<file path="src/rtl/cva_pkg.sv">
package cva_pkg;
  localparam int SYM_W = 10;
  localparam int PH_W  = $clog2(SYM_W);
  localparam logic [SYM_W-1:0] K285_RDN = 10'b0011111010;
  localparam logic [SYM_W-1:0] K285_RDP = ~K285_RDN;
endpackage

</file>
<file path="src/rtl/cva_match.sv">
module cva_match
  import cva_pkg::*;
(
  input  logic [SYM_W-1:0] window,
  output logic             is_comma
);
  // only the complete ten-bit code in either disparity counts
  always_comb is_comma = (window == K285_RDN) || (window == K285_RDP);
endmodule

</file>
<file path="src/rtl/cva_phase_ctr.sv">
module cva_phase_ctr #(
  parameter int MODULUS = 10,
  localparam int W = $clog2(MODULUS)
) (
  input  logic         clk,
  input  logic         rst,
  input  logic         adv,
  output logic [W-1:0] ph
);
  always_ff @(posedge clk) begin
    if (rst)                            ph <= '0;
    else if (adv && ph == W'(MODULUS-1)) ph <= '0;
    else if (adv)                       ph <= ph + 1'b1;
  end
endmodule

</file>
<file path="src/rtl/cva_vote_bank.sv">
module cva_vote_bank #(
  parameter int NPH = 10,
  parameter int VTH = 2,
  localparam int PW = $clog2(NPH),
  localparam int CW = $clog2(VTH + 1)
) (
  input  logic          clk,
  input  logic          rst,
  input  logic          clr,
  input  logic          hit,
  input  logic [PW-1:0] hit_ph,
  output logic          win,
  output logic          contest
);
  logic [CW-1:0]  cnt [NPH];
  logic [NPH-1:0] nonzero;
  logic [NPH-1:0] sel;
  logic [NPH-1:0] reach;
  logic           others;

  for (genvar g = 0; g < NPH; g++) begin : g_ph
    assign sel[g]     = hit && (hit_ph == PW'(g));
    assign nonzero[g] = (cnt[g] != '0);
    assign reach[g]   = sel[g] && (cnt[g] == CW'(VTH - 1));
    always_ff @(posedge clk) begin
      if (rst || clr || win || contest) cnt[g] <= '0;
      else if (sel[g])                  cnt[g] <= cnt[g] + 1'b1;
    end
  end

  assign others  = |(nonzero & ~sel);
  assign win     = (|reach) && !others;
  assign contest = (|reach) && others;
endmodule

</file>
<file path="src/rtl/comma_vote_align.sv">
module comma_vote_align
  import cva_pkg::*;
#(
  parameter int VOTE_TH = 2,
  parameter int MISS_TH = 3
) (
  input  logic             clk,
  input  logic             rst,
  input  logic             in_valid,
  input  logic             in_bit,
  output logic [SYM_W-1:0] sym_out,
  output logic             sym_valid,
  output logic             comma_det,
  output logic             locked,
  output logic [PH_W-1:0]  phase
);
  localparam int MW = $clog2(MISS_TH + 1);

  logic [SYM_W-1:0] hist;
  logic [SYM_W-1:0] window;
  logic [PH_W-1:0]  cur_ph;
  logic [MW-1:0]    miss;
  logic             hit, vwin, vcontest;
  logic             on_ph, emit, miss_hit, drop, keep_hit;

  assign window = {hist[SYM_W-2:0], in_bit};

  always_ff @(posedge clk) begin
    if (rst)           hist <= '0;
    else if (in_valid) hist <= window;
  end

  cva_phase_ctr #(.MODULUS(SYM_W)) u_ph (
    .clk(clk), .rst(rst), .adv(in_valid), .ph(cur_ph)
  );

  cva_match u_match (.window(window), .is_comma(hit));

  cva_vote_bank #(.NPH(SYM_W), .VTH(VOTE_TH)) u_votes (
    .clk(clk), .rst(rst), .clr(drop),
    .hit(in_valid && hit && !locked), .hit_ph(cur_ph),
    .win(vwin), .contest(vcontest)
  );

  assign on_ph    = (cur_ph == phase);
  assign emit     = in_valid && ((locked && on_ph) || vwin);
  assign miss_hit = in_valid && hit && locked && !on_ph;
  assign keep_hit = in_valid && hit && locked && on_ph;
  assign drop     = miss_hit && (miss == MW'(MISS_TH - 1));

  always_ff @(posedge clk) begin
    if (rst) begin
      sym_out   <= '0;
      sym_valid <= 1'b0;
      comma_det <= 1'b0;
      locked    <= 1'b0;
      phase     <= '0;
      miss      <= '0;
    end else begin
      sym_valid <= emit;
      comma_det <= emit && hit;
      if (emit) sym_out <= window;
      if (vwin) begin
        locked <= 1'b1;
        phase  <= cur_ph;
        miss   <= '0;
      end else if (drop) begin
        locked <= 1'b0;
        miss   <= '0;
      end else if (miss_hit) begin
        miss <= miss + 1'b1;
      end else if (keep_hit) begin
        miss <= '0;
      end
    end
  end
endmodule

</file>
<file path="config.mk">
export PLATFORM = sky130hd
export DESIGN_NAME = comma_vote_align
export DESIGN_NICKNAME = d
export VERILOG_FILES = /design/src/rtl/cva_pkg.sv /design/src/rtl/cva_match.sv /design/src/rtl/cva_phase_ctr.sv /design/src/rtl/cva_vote_bank.sv /design/src/rtl/comma_vote_align.sv
export SDC_FILE = /design/constraint.sdc
export NUM_CORES = 1
export LEC_CHECK = 0
export ABC_CLOCK_PERIOD_IN_PS = 3600
export BUFFER_PORTS_ARGS = -buffer_cell sky130_fd_sc_hd__buf_2
export CORE_MARGIN = 8
export CORE_UTILIZATION = 45
export CTS_BUF_LIST = sky130_fd_sc_hd__clkbuf_16
export CTS_CLUSTER_DIAMETER = 30
export DETAILED_ROUTE_END_ITERATION = 7
export GPL_ROUTABILITY_DRIVEN = 0
export PLACE_DENSITY = 0.58
export SYNTH_ARGS = -nofsm -noshare
export SYNTH_HDL_FRONTEND = slang
export SYNTH_SLANG_ARGS = --single-unit
</file>
<file path="constraint.sdc">
create_clock -name clk -period 3.6 [get_ports clk]
set_input_delay 0.9 -clock clk [delete_from_list [all_inputs] [get_ports clk]]
set_output_delay 0.9 -clock clk [all_outputs]
set_load 0.02 [all_outputs]
</file>
### Yosys cells after proc, flatten, opt, wreduce, memory -nomap -nowiden

Memory sizes are Yosys's and may differ from the RTL's.
Index checks and enable logic that the tools add are counted.
Widths: inputs -> output; s select.

| storage, ports and cells | value |
|---|---|
| register bits after elaboration | 32 |
| bits in latches | 0 |
| bits in writable memories | 20 |
| memory bits (read-only) | 0 |
| input bits | 4 |
| output and inout bits | 17 |
| memories | 1 |

| operators by class | value |
|---|---|
| add/sub/neg operators | 12 |
| multiply operators | 0 |
| div/mod/pow operators | 0 |
| $lt $le $gt $ge | 0 |
| equal/unequal tests | 23 |
| shifts and indexed selects | 0 |
| muxes and demuxes | 46 |
| bitwise gates (word level) | 12 |
| reduce and logical (&&, ||, !) cells | 57 |

Memories:

| name | words | width | read ports | clocked after memory_dff | wr ports | line | source |
|---|---|---|---|---|---|---|---|
| u_votes.cnt | 10 | 2 | 10 | 0 | 10 | cva_vote_bank.sv:15 | `logic [CW-1:0] cnt [NPH];` |

Operators by type and width:

| kind | count |
|---|---|
| $mux 1 | 34 |
| $logic_and 1x1->1 | 32 |
| $mux 2 | 12 |
| $reduce_bool 2->1 | 12 |
| $add 2x1->2 const B | 11 |
| $eq 2x1->1 const B | 10 |
| $reduce_or 10->1 | 2 |
| $eq 4x3->1 const B | 4 |
| $and 10x10->10 | 1 |
| $eq 10x10->1 const B | 1 |
| $eq 10x8->1 const B | 1 |
| $not 10->10 | 1 |
| $or 1x1->1 | 10 |
| $eq 4x2->1 const B | 2 |
| $eq 4x4->1 const B | 2 |
| $logic_or 1x1->1 | 5 |
| $add 4x1->4 const B | 1 |
| $eq 4x1->1 const B | 1 |
| $eq 4x4->1 | 1 |
| $logic_not 4->1 | 1 |
| $logic_not 1->1 | 3 |
| $reduce_or 3->1 | 1 |
| $eq 2x2->1 const B | 1 |
| $reduce_or 2->1 | 1 |

### Longest topological paths before layout

Gate-level depths: netlist of run 1.

| depth | value |
|---|---|
| word-level depth | 15 |
| gate-level depth with buffers | 11 |
| mapped depth without buffers | 9 |

### Hierarchy

From an unflattened synthesis of run 1, not the netlist that was laid out.

| second synthesis, totals | value |
|---|---|
| cell total of the unflattened synthesis | 283 |
| area, all modules | 2879.0 µm² |

Modules (own cells, without submodules):

| module | instances | cells each | area each (µm²) |
|---|---|---|---|
| cva_vote_bank | 1 | 141 | 1472.7 |
| comma_vote_align | 1 | 117 | 1163.6 |
| cva_phase_ctr | 1 | 19 | 181.4 |
| cva_match | 1 | 6 | 61.3 |

### Least setup slack after synthesis of run 1

Ideal clock, no wire load.

| path | value |
|---|---|
| path kind | input port to flip-flop |
| start point | input in_bit |
| end point | register sym_out[3] |
| library setup time | 122 ps |
| data arrival time | 3272 ps |
| data required time | 3478 ps |
| slack | 206 ps |
| stages | 8 |
| path through | nor4b_2 > or4b_4 > a2111oi_4 > a32oi_1 > or4_1 > buf_6 > a21o_1 > a221o_1 |

| between the ends | value |
|---|---|
| cells in the longest elaborated chain, start to end | 12 |
| elaborated cells on any way between the ends | 33 |
| classes of those cells | 2 x eq/ne; 2 x bitwise; 29 x reduce/logical |

RTL lines:

| element | line | source |
|---|---|---|
| start: declaration | comma_vote_align.sv:10 | `input logic in_bit,` |
| $eq 10x8->1 or $eq 10x10->1 (tied branches) | cva_match.sv:8 | `always_comb is_comma = (window == K285_RDN) \|\| (window == K285_RDP);` |
| $logic_or 1x1->1 (*) | cva_match.sv:8 |  |
| $logic_and 1x1->1 (*) (2 in series) | comma_vote_align.sv:41 | `.hit(in_valid && hit && !locked), .hit_ph(cur_ph),` |
| $logic_and 1x1->1 | cva_vote_bank.sv:22 | `assign sel[g] = hit && (hit_ph == PW'(g));` |
| $not 10->10 | cva_vote_bank.sv:31 | `assign others = \|(nonzero & ~sel);` |
| $and 10x10->10 | cva_vote_bank.sv:31 |  |
| $reduce_or 10->1 | cva_vote_bank.sv:31 |  |
| $logic_not 1->1 | cva_vote_bank.sv:32 | `assign win = (\|reach) && !others;` |
| $logic_and 1x1->1 (*) | cva_vote_bank.sv:32 |  |
| $logic_or 1x1->1 (*) | comma_vote_align.sv:46 | `assign emit = in_valid && ((locked && on_ph) \|\| vwin);` |
| $logic_and 1x1->1 (*) | comma_vote_align.sv:46 |  |
| end signal: assignment | comma_vote_align.sv:62 | `if (emit) sym_out <= window;` |
| end: declaration | comma_vote_align.sv:11 | `output logic [SYM_W-1:0] sym_out,` |

Mark *: on every way between the ends. The rest lies on a longest branch, timed or not.
A chain may end at the register's enable or synchronous reset.

### Worst setup path after layout of run 1

| path | value |
|---|---|
| start point | input in_bit |
| end point | register sym_out[5] |

The elaborated chain is that of the path after synthesis.

==> results of run 1 <==
state kept, by name, summed over array words and instances, names as in the netlist:
signal	count
u_ph.ph	4
u_votes.cnt	20
phase	4
sym_valid	1
hist	9
miss	2
comma_det	1
locked	1
sym_out	10
cell usage after synthesis, drive strengths merged, types with 2 or more instances:
master and count:
a2111oi 2, a21o 9, a21oi 8, a221o 4
a22oi 7, a31o 3, a32oi 2, and2 2
and3 18, buf 4, clkbuf 11, dfxtp 32
edfxtp 20, ha 25, inv 29, mux2 2
mux2i 15, nand2 14, nand2b 2, nand3 7
nand3b 2, nand4 4, nor2 31, nor2b 3
nor3 6, nor3b 3, nor4 3, o211ai 3
o21ai 3, o22ai 2, or4 2, xnor2 2
xor2 5
layout make-up:
cell class / instances / area share [%]
Inverter: 29 / 3.28
Tap cell: 77 / 2.90
Clock inverter: 1 / 0.264
Clock buffer: 7 / 5.28
Multi-Input combinational cell: 201 / 44.7
Timing Repair Buffer: 34 / 6.18
Sequential cell: 52 / 37.4
worst max path at each step:
stage / startpoint / to / depth (start not counted)
6_report: in_bit / sym_out[5]$_SDFFE_PP0P_ / 8
5_1_grt: in_bit / sym_out[4]$_SDFFE_PP0P_ / 8
4_1_cts: in_bit / sym_out[7]$_SDFFE_PP0P_ / 8
3_5_place_dp: in_bit / sym_out[5]$_SDFFE_PP0P_ / 8
3_3_place_gp: in_bit / sym_out[4]$_SDFFE_PP0P_ / 8
2_1_floorplan: in_bit / sym_out[3]$_SDFFE_PP0P_ / 8
per-stage QoR:
stage / setup WS (ns) / hold slack [ns] / cell area, um2 / setup TNS (ns) / power [W]
after CTS: 0.233 / 0.479 / 3320 / 0 / 0.00131
after global routing: 0.0675 / 0.505 / 3320 / 0 / 0.00134
final: 0.172 / 0.470 / 3320 / 0 / 0.00129
after detailed placement: -0.0690 / 0.463 / 3130 / -0.294 / 0.000746
after global placement: 0.0256 / 0.450 / 3130 / 0 / 0.000745
after floorplan: 0.206 / 0.461 / 2900 / 0 / 0.000713
power by group:
part | switching (W) | internal (W)
clock | 0.000217 | 0.000345
sequential | 0.0000109 | 0.000620
combinational | 0.0000633 | 0.0000380
metal layers:
metal	vias to the layer above	wire length, um
li1	1115	-
met1	1061	3180
met2	41	2710
met3	5	231
met4	0	44
met5	-	0
cells by family (layout without fill, tap and decap cells):
group           Yosys count  after routing  share of synthesized area [%]
simple gates            103            103                           19.0
compound gates           49             49                           13.3
flops                    52             52                           42.8
mux                      17             17                           5.96
xor+xnor                  7              7                           2.12
fa+ha+maj                25             25                           10.8
buf+inv                  44             71                           6.00
==> reports/metrics.yaml, run 1 <==
port_buffers: 20
setup_viol_count_final: 0
top_usage_layer: "met2"
dr_total_vias: 2222
antenna_found_initial: 0
finalWirelength_mm: 6.17
report.final.hold_viol_count: 0
hold_path_depth: 1
syn_inst: 297
num-fill-cells: 566
post-place-cells: 393
final.period_utilization_pct: 95.2
gr-usage-met3_pct: 2.26
fin_cells: 401
cts-hold-fix-buffers: 0
io_pins: 21
number_of_sinks_handled_by_clock_tree_synthesis: 52
postRouteAntennaNets: 0
tritoncts.num_buffers: 5
synth_seq_area_share_pct: 42.8
drive_above_1_share_pct: 16.4
longest_individual_stage_delay_on_the_worst_path_ns: 0.61
initial_core_util_pct: 46.2
vias_per_cell: 5.54
cp.arrival_ns: 3.61
critical_path_peak_fanout: 5
post_cts.resized_instances: 0
r2r.worst_path.cells: 7
drt_pre_antenna_iters: 4
first_iter_violations: 171
worst_r2r_startpoint: "hist[2]$_SDFFE_PP0P_"
leakage_nw: 1.55
die_height_um: 96.2
slowest_stage: "or4_1"
clockRootBuffer: "clkbuf_16"
worstReg2RegEnd: "sym_out[5]$_SDFFE_PP0P_"
critical_path.n_buffers_inverters: 1
tightestPinTransition_ns: 0.675
cts_clk_pin_slew_worst_paths_ns: 0.07
tritoncts: "built"
finalClockSkew_ns: 0.00550
synth-edff-count: 20
crit_required_ns: 3.78
cp_cell_sequence: "buf_2 -> nor4b_2 -> or4b_4 -> a2111oi_0 -> nor3_1 -> or4_1 -> a21o_1 -> a221o_1"
synthDominantCellAreaShare_pct: 22.1
vdd_ir_drop_max_uv: 239
gr-usage-all-layers_pct: 14.1
synth-main-ff-cell: "dfxtp_1"
placeableCoreArea_um2: 6280
wl_per_cell_um: 15.4
synth.largest_area_cell: "dfxtp_1"
synth_warnings: 0
rsz0062_at_grt: "no"
area_delta_synth_final_pct: 14.5
route.detailed.drc: 0
count_of_inserted_antenna_diode_cells: 0
timing.critical_path.to_type: "register"
ys_types: 49
whs_endpoint: "sym_out[7]$_SDFFE_PP0P_"
globalRouteOverflowTotal: 0
setup.worst_path.class: "input port to register"
dominant_cells_by_area_after_synthesis: "dfxtp_1 22%, edfxtp_1 21%, ha_1 11%"
syn_nets: 326
min-delay-start: "sym_out[7]$_SDFFE_PP0P_"
multi_input_area_um2: 1480
worst_path_dominant_cell_family: "simple AND/OR/NAND/NOR gates"
drv_cap: 0
layout.area.seq_um2: 1240
cellPowerDensity_nw_per_um2: 390
worst_slew_margin_rel_pct: 54.9
layout_commonest_cell: "dfxtp_1"
timing.final.crit_period_ns: 3.43
grt_util_met2_pct: 21.5
die_area_um2: 9260
placementRows: 29
async_reset_ff_share_pct: 0
postSynthAreaPerCell_um2: 9.76
hold_class: "register to register"
cts_post_setup_buffers_inserted: 0
outcome: "completed"
cts.htree.levels: 2
layout.cells.most_common_list: "32 x dfxtp_1, 30 x nor2_1, 29 x inv_1"
global_route.usage.met1_pct: 20.1
die_w_um: 96.2
cts-root-to-sink-buffers: 2
number_of_global_route_vias_before_repair: 2178
timing.final.max_slew_violations: 0
finalNetCount: 352
syn-cell-area_um2: 2900
finalCoreUtilization_pct: 52.9
synth_register_bits: 52
insertion_delay_ns: 0.29
worstSetupStartpointType: "input port"
timing.fmax_mhz: 292
ff2ff_setup_slack_ns: 0.49
grt_pass1_wl_mm: 10.4
grt_max_degree: 23
detailed_place_hpwl_mm: 4.69
Note: power is estimated with default switching activity, not from simulation.
==> run 2: changes to the inputs <==
PLACE_DENSITY = 0.68   (was 0.58)
==> run 2 against run 1 <==
Effect of this change:
- final cell count is 1.0% lower
- critical endpoint is now sym_out[6]$_SDFFE_PP0P_
- global-route usage increased by 0.14 points
- clock skew is 0.0017 ns lower
- worst hold slack worse by 0.0069 ns
- wire length down 3.1%
- maximum frequency rose by 2.6%
- critical path depth unchanged
- combinational power hardly changed
==> reports/metrics.yaml, run 2 (synthesized netlist as in run 1, its figures left out) <==
drv_cap: 0  # unchanged
drt_pre_antenna_iters: 4  # unchanged
finalClockSkew_ns: 0.00383  # was 0.00550 ns
outcome: "completed"  # unchanged
cts-root-to-sink-buffers: 2  # unchanged
layout.area.seq_um2: 1240  # unchanged
timing.final.crit_period_ns: 3.34  # was 3.43 ns
critical_path_peak_fanout: 5  # unchanged
gr-usage-all-layers_pct: 14.2  # was 14.1%
port_buffers: 20  # unchanged
cts_post_setup_buffers_inserted: 0  # unchanged
grt_pass1_wl_mm: 10.5  # was 10.4 mm
report.final.hold_viol_count: 0  # unchanged
timing.critical_path.to_type: "register"  # unchanged
reg_top3: "u_votes.cnt (20), sym_out (10), hist (9)"  # unchanged
count_of_inserted_antenna_diode_cells: 0  # unchanged
cellPowerDensity_nw_per_um2: 373  # was 390 nW/um2
ff2ff_setup_slack_ns: 0.59  # was 0.49 ns
die_area_um2: 9260  # unchanged
finalWirelength_mm: 5.97  # was 6.17 mm
num-fill-cells: 595  # was 566
cts_clk_pin_slew_worst_paths_ns: 0.07  # about the same
setup.worst_path.class: "input port to register"  # unchanged
fin_cells: 397  # was 401
leakage_nw: 1.51  # was 1.55 nW
post-route-cell-area_um2: 3250  # was 3320 um2
antenna_found_initial: 0  # unchanged
placementRows: 29  # unchanged
layout_commonest_cell: "dfxtp_1"  # unchanged
globalRouteOverflowTotal: 0  # unchanged
worst_slew_margin_rel_pct: 61.3  # was 54.9%
area_delta_synth_final_pct: 12.3  # was 14.5%
tightestPinTransition_ns: 0.579  # was 0.675 ns
cts-hold-fix-buffers: 0  # unchanged
largest_register_ff_count: 20  # unchanged
timing.fmax_mhz: 299  # was 292 MHz
die_height_um: 96.2  # unchanged
largest_register: "u_votes.cnt"  # unchanged
clockRootBuffer: "clkbuf_16"  # unchanged
cts.htree.levels: 2  # unchanged
postRouteAntennaNets: 0  # unchanged
cp.arrival_ns: 3.52  # was 3.61 ns
number_of_global_route_vias_before_repair: 2191  # was 2178
drive_above_1_share_pct: 15.3  # was 16.4%
slowest_stage: "or4_1"  # unchanged
tritoncts.num_buffers: 5  # unchanged
longest_individual_stage_delay_on_the_worst_path_ns: 0.59  # was 0.61 ns
vdd_ir_drop_max_uv: 291  # was 239 uV
rsz0062_at_grt: "no"  # unchanged
placedInstanceArea_um2: 3100  # was 3130 um2
grt_max_degree: 23  # unchanged
vias_per_cell: 5.53  # was 5.54
first_iter_violations: 149  # was 171
worstSetupStartpointType: "input port"  # unchanged
die_w_um: 96.2  # unchanged
wl_per_cell_um: 15.0  # was 15.4 um
crit_required_ns: 3.78  # about the same
hold_class: "register to register"  # unchanged
finalCoreUtilization_pct: 51.8  # was 52.9%
setup_viol_count_final: 0  # unchanged
post_cts.resized_instances: 0  # unchanged
critical_path.n_buffers_inverters: 1  # unchanged
insertion_delay_ns: 0.29  # about the same
io_pins: 21  # unchanged
number_of_sinks_handled_by_clock_tree_synthesis: 52  # unchanged
initial_core_util_pct: 46.2  # unchanged
tritoncts: "built"  # unchanged
post-place-cells: 389  # was 393
layout.cells.most_common_list: "32 x dfxtp_1, 30 x nor2_1, 29 x inv_1"  # unchanged
multi_input_area_um2: 1480  # unchanged
cp_cell_sequence: "buf_2 -> nor4b_2 -> or4b_4 -> a2111oi_0 -> nor3_1 -> or4_1 -> a21o_1 -> a221o_1"  # unchanged
hold_ws_ns: 0.463  # was 0.470 ns
route.detailed.drc: 0  # unchanged
finalNetCount: 348  # was 352
final.period_utilization_pct: 92.8  # was 95.2%
detailed_place_hpwl_mm: 4.56  # was 4.69 mm
timing.final.max_slew_violations: 0  # unchanged
dr_total_vias: 2195  # was 2222
placeableCoreArea_um2: 6280  # unchanged
power_w: 0.00121  # was 0.00129 W
worst_path_dominant_cell_family: "simple AND/OR/NAND/NOR gates"  # unchanged
## run 2: changes by cell type in the layout (fill, tap and decap cells not counted)
cell | before | now
buf_4 | 14 | 10
inv_6 | 1 | 2
inv_4 | 0 | 1
clkbuf_16 | 7 | 5
## run 2: area by class of cell
class / count / share of cell area, %
Inverter: 29 / 3.35
Clock inverter: 3 / 0.731
Multi-Input combinational cell: 201 / 45.6
Tap cell: 77 / 2.96
Sequential cell: 52 / 38.2
Clock buffer: 5 / 3.85
Timing Repair Buffer: 30 / 5.38
## run 2: where the power goes
group / internal (W) / switching (W)
registers: 0.000620 / 0.0000108
logic: 0.0000373 / 0.0000632
clock network: 0.000263 / 0.000219
## run 2: through the flow
stage          setup WS (ns)  TNS (ns)
2_1_floorplan          0.206         0
3_3_place_gp          0.0347         0
3_5_place_dp         -0.0283   -0.0827
4_1_cts                0.271         0
5_1_grt               0.0937         0
6_report               0.260         0
## run 2: worst paths after layout
kind | start | end | cells after the start
setup / recovery | in_bit | sym_out[6]$_SDFFE_PP0P_ | 8
hold / removal | sym_out[7]$_SDFFE_PP0P_ | sym_out[7]$_SDFFE_PP0P_ | 1
setup reg to reg | hist[0]$_SDFFE_PP0P_ | sym_out[6]$_SDFFE_PP0P_ | 7
hold reg to reg | sym_out[7]$_SDFFE_PP0P_ | sym_out[7]$_SDFFE_PP0P_ | 1
## run 2: metal layers
metal / GRT usage (%) / routed length [um]
met5: 0 / 0
met4: 5.89 / 70
met3: 2.50 / 162
met2: 22.1 / 2800
met1: 19.0 / 2940
